[config.mk]
export PLATFORM = sky130hd
export DESIGN_NAME = link_tpat_gen
export DESIGN_NICKNAME = d
export VERILOG_FILES = /design/src/rtl/link_tpat_pkg.sv /design/src/rtl/link_tpat_prbs.sv /design/src/rtl/link_tpat_mframe.sv /design/src/rtl/link_tpat_gen.sv
export SDC_FILE = /design/constraint.sdc
export NUM_CORES = 1
export LEC_CHECK = 0
export ABC_AREA = 1
export ABC_CLOCK_PERIOD_IN_PS = 1700
export CAP_MARGIN = 25
export CORE_MARGIN = 3
export CORE_UTILIZATION = 45
export CTS_CLUSTER_SIZE = 16
export DETAILED_ROUTE_END_ITERATION = 10
export PLACE_DENSITY = 0.78
export SYNTH_ARGS = -nofsm -noshare
export SYNTH_HDL_FRONTEND = slang
export SYNTH_SLANG_ARGS = --single-unit
[constraint.sdc]
create_clock -name clk_i -period 1.7 [get_ports clk_i]
set_input_delay 0.425 -clock clk_i [delete_from_list [all_inputs] [get_ports clk_i]]
set_output_delay 0.425 -clock clk_i [all_outputs]
set_load 0.02 [all_outputs]
[src/rtl/link_tpat_pkg.sv]
package link_tpat_pkg;

    localparam int SMP_W = 16;
    localparam int OCT_W = 8;

    typedef enum logic [1:0] {
        MODE_SHORT = 2'd0,
        MODE_PRBS  = 2'd1,
        MODE_PULSE = 2'd2,
        MODE_IDLE  = 2'd3
    } tp_mode_e;

    localparam logic [14:0]      PRBS_SEED  = 15'h7FFF;
    localparam logic [SMP_W-1:0] PULSE_WORD = 16'h8000;

    typedef struct packed {
        logic [14:0]      state;
        logic [SMP_W-1:0] word;
    } prbs_step_t;

    // Produce one 16-bit sample from x^15 + x^14 + 1, MSB first
    function automatic prbs_step_t prbs_advance(input logic [14:0] cur);
        prbs_step_t r;
        logic [14:0] s;
        logic fb;
        s      = cur;
        r.word = '0;
        for (int b = SMP_W - 1; b >= 0; b--) begin
            fb        = s[14] ^ s[13];
            r.word[b] = fb;
            s         = {s[13:0], fb};
        end
        r.state = s;
        return r;
    endfunction

endpackage

[src/rtl/link_tpat_prbs.sv]
module link_tpat_prbs #(
    parameter int NSLOT = 4,
    localparam int CW   = $clog2(NSLOT + 1)
) (
    input  logic [14:0]        state_i,
    input  logic [CW-1:0]      adv_i,
    output logic [NSLOT*16-1:0] words_o,
    output logic [14:0]        next_o
);
    import link_tpat_pkg::*;

    logic [14:0] chain [NSLOT+1];
    assign chain[0] = state_i;

    for (genvar g = 0; g < NSLOT; g++) begin : g_step
        prbs_step_t stp;
        assign stp           = prbs_advance(chain[g]);
        assign chain[g+1]    = stp.state;
        assign words_o[g*16 +: 16] = stp.word;
    end

    always_comb begin
        next_o = chain[0];
        for (int i = 0; i <= NSLOT; i++) begin
            if (adv_i == CW'(i)) next_o = chain[i];
        end
    end
endmodule

[src/rtl/link_tpat_mframe.sv]
module link_tpat_mframe #(
    parameter int MAX_K = 32,
    localparam int KW   = $clog2(MAX_K + 1)
) (
    input  logic          clk_i,
    input  logic          rst_ni,
    input  logic [KW-1:0] cfg_k_i,
    output logic          boundary_o
);
    typedef struct packed {
        logic [KW-1:0] cnt;
    } mf_state_t;

    mf_state_t mf_d, mf_q;
    logic [KW:0] inc;

    always_comb begin
        mf_d = mf_q;
        inc  = {1'b0, mf_q.cnt} + {{KW{1'b0}}, 1'b1};
        if (inc >= {1'b0, cfg_k_i}) mf_d.cnt = '0;
        else                        mf_d.cnt = inc[KW-1:0];
    end

    always_ff @(posedge clk_i) begin
        if (!rst_ni) mf_q <= '0;
        else         mf_q <= mf_d;
    end

    assign boundary_o = (mf_q.cnt == '0);

    // counter either restarts at zero or steps by one
    p_mf_step_r8: assert property (@(posedge clk_i) disable iff (!rst_ni)
        (mf_q.cnt != '0) |-> (mf_q.cnt == $past(mf_q.cnt) + KW'(1)));
endmodule

[src/rtl/link_tpat_gen.sv]
module link_tpat_gen #(
    parameter int MAX_M = 2,
    parameter int MAX_S = 2,
    parameter int MAX_K = 32,
    localparam int NSLOT = MAX_M * MAX_S,
    localparam int BUS_W = NSLOT * 16,
    localparam int MW    = $clog2(MAX_M + 1),
    localparam int SW    = $clog2(MAX_S + 1),
    localparam int KW    = $clog2(MAX_K + 1),
    localparam int CW    = $clog2(NSLOT + 1)
) (
    input  logic             clk_i,
    input  logic             rst_ni,
    input  logic             en_i,
    input  logic [1:0]       mode_i,
    input  logic [MW-1:0]    cfg_m_i,
    input  logic [SW-1:0]    cfg_s_i,
    input  logic [KW-1:0]    cfg_k_i,
    input  logic [BUS_W-1:0] pat_i,
    input  logic             lat_req_i,
    output logic [BUS_W-1:0] smp_o,
    output logic             smp_valid_o,
    output logic             lat_strobe_o
);
    import link_tpat_pkg::*;

    typedef struct packed {
        logic [BUS_W-1:0] smp;
        logic             valid;
        logic             strobe;
        logic             pend;
        logic [14:0]      prbs;
    } gen_state_t;

    gen_state_t st_d, st_q;

    logic             mf_boundary;
    logic [BUS_W-1:0] prbs_words;
    logic [14:0]      prbs_next;
    logic [CW-1:0]    adv;
    logic             launch;
    int               act_m, act_s, idx;

    link_tpat_mframe #(.MAX_K(MAX_K)) u_mframe (
        .clk_i      (clk_i),
        .rst_ni     (rst_ni),
        .cfg_k_i    (cfg_k_i),
        .boundary_o (mf_boundary)
    );

    link_tpat_prbs #(.NSLOT(NSLOT)) u_prbs (
        .state_i (st_q.prbs),
        .adv_i   (adv),
        .words_o (prbs_words),
        .next_o  (prbs_next)
    );

    always_comb begin
        act_m = (int'(cfg_m_i) > MAX_M) ? MAX_M : int'(cfg_m_i);
        act_s = (int'(cfg_s_i) > MAX_S) ? MAX_S : int'(cfg_s_i);
        adv   = CW'(act_m * act_s);
    end

    always_comb begin
        st_d        = st_q;
        st_d.valid  = en_i;
        st_d.strobe = 1'b0;
        st_d.smp    = '0;
        idx         = 0;
        launch      = st_q.pend && mf_boundary && en_i &&
                      (tp_mode_e'(mode_i) == MODE_PULSE);
        st_d.pend   = launch ? 1'b0 : (st_q.pend | lat_req_i);
        if (en_i) begin
            case (tp_mode_e'(mode_i))
                MODE_SHORT: begin
                    for (int c = 0; c < MAX_M; c++) begin
                        for (int s = 0; s < MAX_S; s++) begin
                            if (c < act_m && s < act_s) begin
                                idx = c * act_s + s;
                                st_d.smp[(c*MAX_S+s)*16 +: 16] =
                                    {pat_i[(2*idx)*8 +: 8], pat_i[(2*idx+1)*8 +: 8]};
                            end
                        end
                    end
                end
                MODE_PRBS: begin
                    for (int c = 0; c < MAX_M; c++) begin
                        for (int s = 0; s < MAX_S; s++) begin
                            if (c < act_m && s < act_s) begin
                                idx = c * act_s + s;
                                st_d.smp[(c*MAX_S+s)*16 +: 16] = prbs_words[idx*16 +: 16];
                            end
                        end
                    end
                    st_d.prbs = prbs_next;
                end
                MODE_PULSE: begin
                    if (launch) begin
                        st_d.smp[15:0] = PULSE_WORD;
                        st_d.strobe    = PULSE_WORD[15];
                    end
                end
                default: ;
            endcase
        end
    end

    always_ff @(posedge clk_i) begin
        if (!rst_ni) begin
            st_q      <= '0;
            st_q.prbs <= PRBS_SEED;
        end else begin
            st_q <= st_d;
        end
    end

    assign smp_o        = st_q.smp;
    assign smp_valid_o  = st_q.valid;
    assign lat_strobe_o = st_q.strobe;

    // valid follows enable by one cycle; disabled frames are empty
    p_valid_follow_r2: assert property (@(posedge clk_i) disable iff (!rst_ni)
        en_i |=> smp_valid_o);
    p_idle_zero_r2: assert property (@(posedge clk_i) disable iff (!rst_ni)
        !en_i |=> (smp_o == '0));
    // generator never locks up in the all-zero state
    p_prbs_nonzero_r6: assert property (@(posedge clk_i) disable iff (!rst_ni)
        st_q.prbs != '0);
    // pulse only follows a multiframe boundary in latency mode
    p_strobe_boundary_r8: assert property (@(posedge clk_i) disable iff (!rst_ni)
        lat_strobe_o |-> ($past(mf_boundary) && $past(mode_i) == MODE_PULSE));
    // strobe accompanies the full-scale negative word
    p_strobe_word_r9: assert property (@(posedge clk_i) disable iff (!rst_ni)
        lat_strobe_o |-> (smp_o[15:0] == PULSE_WORD));

    // slots outside the configured grid stay empty
    for (genvar c = 0; c < MAX_M; c++) begin : g_chk_m
        for (genvar s = 0; s < MAX_S; s++) begin : g_chk_s
            p_inactive_zero_r5: assert property (@(posedge clk_i) disable iff (!rst_ni)
                (int'($past(cfg_m_i)) <= c || int'($past(cfg_s_i)) <= s) |->
                (smp_o[(c*MAX_S+s)*16 +: 16] == 16'h0000));
        end
    end
endmodule

==> results.py <==
metrics = {
    "placed_design": {
        "place_area_um2": 7630,
        "routabilityCongestion": 0.970,
        "port_buffers": 145,
        "dp.final_hpwl_um": 15300,
    },
    "sta": {
        "slew_headroom_pct": 73.3,
        "finalHoldViolations": 0,
        "fmax_mhz": 561,
        "maxSlewViolCount": 0,
        "finalCriticalPeriod_ns": 1.78,
        "post-route-period-util_pct": 105,
        "skew_ns": 0.00579,
        "max_slew.worst_pin.slew_ns": 0.400,
        "setup_viol": 14,
        "finalWorstSetupSlack_ns": -0.0820,
        "rsz0062_at_grt": "yes",
    },
    "clock_network": {
        "cts-htree-levels": 3,
        "numCtsBuffers": 9,
        "cts_tree": "built",
        "clk_pin_slew_ns": 0.07,
        "clockRootBuffer": "clkbuf_16",
        "clock_latency_ns": 0.35,
        "clockBufferDepth": 2,
        "clkSinkCount": 88,
    },
    "power_and_ir_drop": {
        "power_frac_comb_pct": 35.4,
        "p_total_mw": 6.56,
        "leakage_nw": 4.48,
        "p_per_area_nw_per_um2": 726,
        "power.switching_mw": 2.17,
        "p_seq_share_pct": 32.9,
        "clock_power_share_pct": 31.7,
        "irDropWorstVdd_mv": 0.447,
        "swShare_pct": 33.1,
        "p_int_mw": 4.39,
    },
    "floorplanning": {
        "initial_core_util_pct": 46.9,
        "die_x_um": 116,
        "coreArea_um2": 11600,
        "die_h_um": 116,
        "dieArea_um2": 13500,
        "std_cell_rows": 39,
        "io_pins": 146,
    },
    "global_routing": {
        "antenna_found_initial": 0,
        "first_global_vias": 6068,
        "track_usage_pct": 30.0,
        "grt_pass1_wl_um": 31000,
        "grt_max_degree": 32,
        "grt_remaining_overflow": 0,
    },
    "yosys": {
        "yosysSeqAreaShare_pct": 32.3,
        "yosysWarnings": 0,
        "ys_seq_elements": 88,
        "syn_nets": 869,
        "synth.cell_area_um2": 5450,
        "yosys.area_share.simple_pct": 22.3,
        "synth_top_family_by_area": "simple AND/OR/NAND/NOR gates",
        "synthAdderAreaFrac_pct": 1.84,
        "synth_xor_area_share_pct": 9.66,
        "synthMuxAreaShare_pct": 0,
        "ys_types": 43,
        "synth_compound_area_share_pct": 17.7,
        "async_reset_ff_share_pct": 0,
        "syn_inst": 781,
        "synth_ff_type": "dfxtp_1",
        "synth.avg_cell_area_um2": 6.98,
        "synth_edf_count": 0,
    },
    "critical_path": {
        "critPathLaunchType": "register",
        "cp.arrival_ns": 2.07,
        "path_class": "register to register",
        "cp_max_fo": 4,
        "cp.required_ns": 1.98,
        "ff2ff_setup_slack_ns": -0.08,
        "endpoint_kind": "register",
    },
    "layout": {
        "area_delta_synth_final_pct": 65.8,
        "drive_gt1_share_pct": 34.5,
        "layout_commonest_cell": "nand2_1",
        "nNetsFinal": 1111,
        "final_cell_mix": "171 x nand2_1, 169 x buf_4, 100 x clkdlybuf4s50_1, 71 x dfxtp_1, 61 x a21oi_1",
        "nFillCells": 746,
        "n_antenna_cell": 0,
        "fin_area_um2": 9030,
    },
    "detailed_routing": {
        "drtIter0Drc": 795,
        "firstDrtPassIters": 5,
        "antenna_left": 0,
        "viasPerCell": 5.59,
        "drt-wirelength-per-cell_um": 19.2,
        "drt_wl_total_um": 22500,
        "vias": 6546,
        "drc": 0,
    },
    "min_path": {
        "min_path_type": "input pin to register",
    },
    "run": {
        "drv_cap": 0,
    },
    "outcome": {
        "violations": "setup timing",
        "status": "finished with violations",
    },
}
-- routing by layer --
metal  global-route usage, %  routed length (um)  vias up  part of all wire [%]
met1                    37.2                8450     3028                    37
li1                        -                   -     2947                     -
met5                       0                   0        -                     0
met4                    12.8                1300        0                   5.8
met2                    50.5               10500      452                    47
met3                    6.21                2240      119                   9.9
-- kinds of logic (layout without fill, tap and decap cells) --
family	after synthesis	after routing
flops	88	88
xor+xnor	49	49
compound gates	164	164
buf+inv	163	410
simple gates	309	309
fa+ha+maj	8	8
-- layout make-up --
cell class                 count  area [um^2]  share of cell area (%)
tap                          143          179                    1.98
clock inverter                 7         78.8                   0.872
clock buffer                   9          225                    2.49
timing repair buffer         329         2990                    33.1
inverter                      65          254                    2.81
multi-input combinational    530         3490                    38.7
sequential                    88         1810                    20.0
-- worst max-delay path: stages (launching register included) --
cell     delay, ns
dfxtp_4       0.39
xnor2_4       0.23
buf_4         0.18
xor2_2        0.19
inv_1         0.13
nand2_1       0.11
nand3_1       0.12
inv_1         0.16
nand2_1       0.09
a21oi_1       0.12
-- flip-flops by register name, summed over array words and instances, names as in the netlist --
signal / count
smp_o: 64
st_q: 16
u_mframe.mf_q: 6
lat_strobe_o: 1
smp_valid_o: 1
-- what timing repair did --
action	CTS	global route
gates cloned	0	0
setup buffers	12	18
endpoints found under the setup margin	55	97
hold buffers	0	0
pin swaps	18	43
resized for setup	79	166
-- per-stage QoR --
step,hold slack (ns),util (%),setup TNS (ns),cells,setup WS [ns]
floorplan,0.414,-,0,781,0.00710
global placement,0.512,65.7,-27.15,1126,-0.455
detailed placement,0.521,65.7,-28.72,1126,-0.463
CTS,0.439,71.6,-0.264,1154,-0.0599
global route,0.448,77.8,-2.17,1171,-0.147
finish,0.435,77.8,-0.400,1171,-0.0820
-- synth_stat cells (all sizes together) (8+ instances only) --
cell type  count  share of area (%)
xor2          29                5.1
clkbuf        23                1.7
o221ai        12                1.9
xnor2         20                4.6
ha             8                1.8
a21oi         69                6.4
nor2          57                3.9
nand3         14                1.3
nand2        224                 16
inv           64                4.4
buf           75                 10
o21ai         38                3.5
dfxtp         88                 32
o22ai         22                2.5
-- worst paths after layout --
check | start | to | cells past startpoint
worst max-delay path | st_q[7] | smp_o[59] | 9
worst max register to register | st_q[7] | smp_o[59] | 9
worst min-delay path | mode_i[0] | smp_o[41] | 2
worst min register to register | st_q[5] | st_q[5] | 2
-- power by group through the flow --
stage | Sequential [mW] | Clock [mW] | Combinational, mW
after floorplan | 2.19 | 0 | 0.840
after global placement | 2.19 | 0 | 1.75
after detailed placement | 2.19 | 0 | 1.77
after CTS | 2.16 | 2.07 | 1.94
after global routing | 2.16 | 2.15 | 2.44
final | 2.16 | 2.08 | 2.33
No activity file was read; power rests on OpenSTA's default activity.
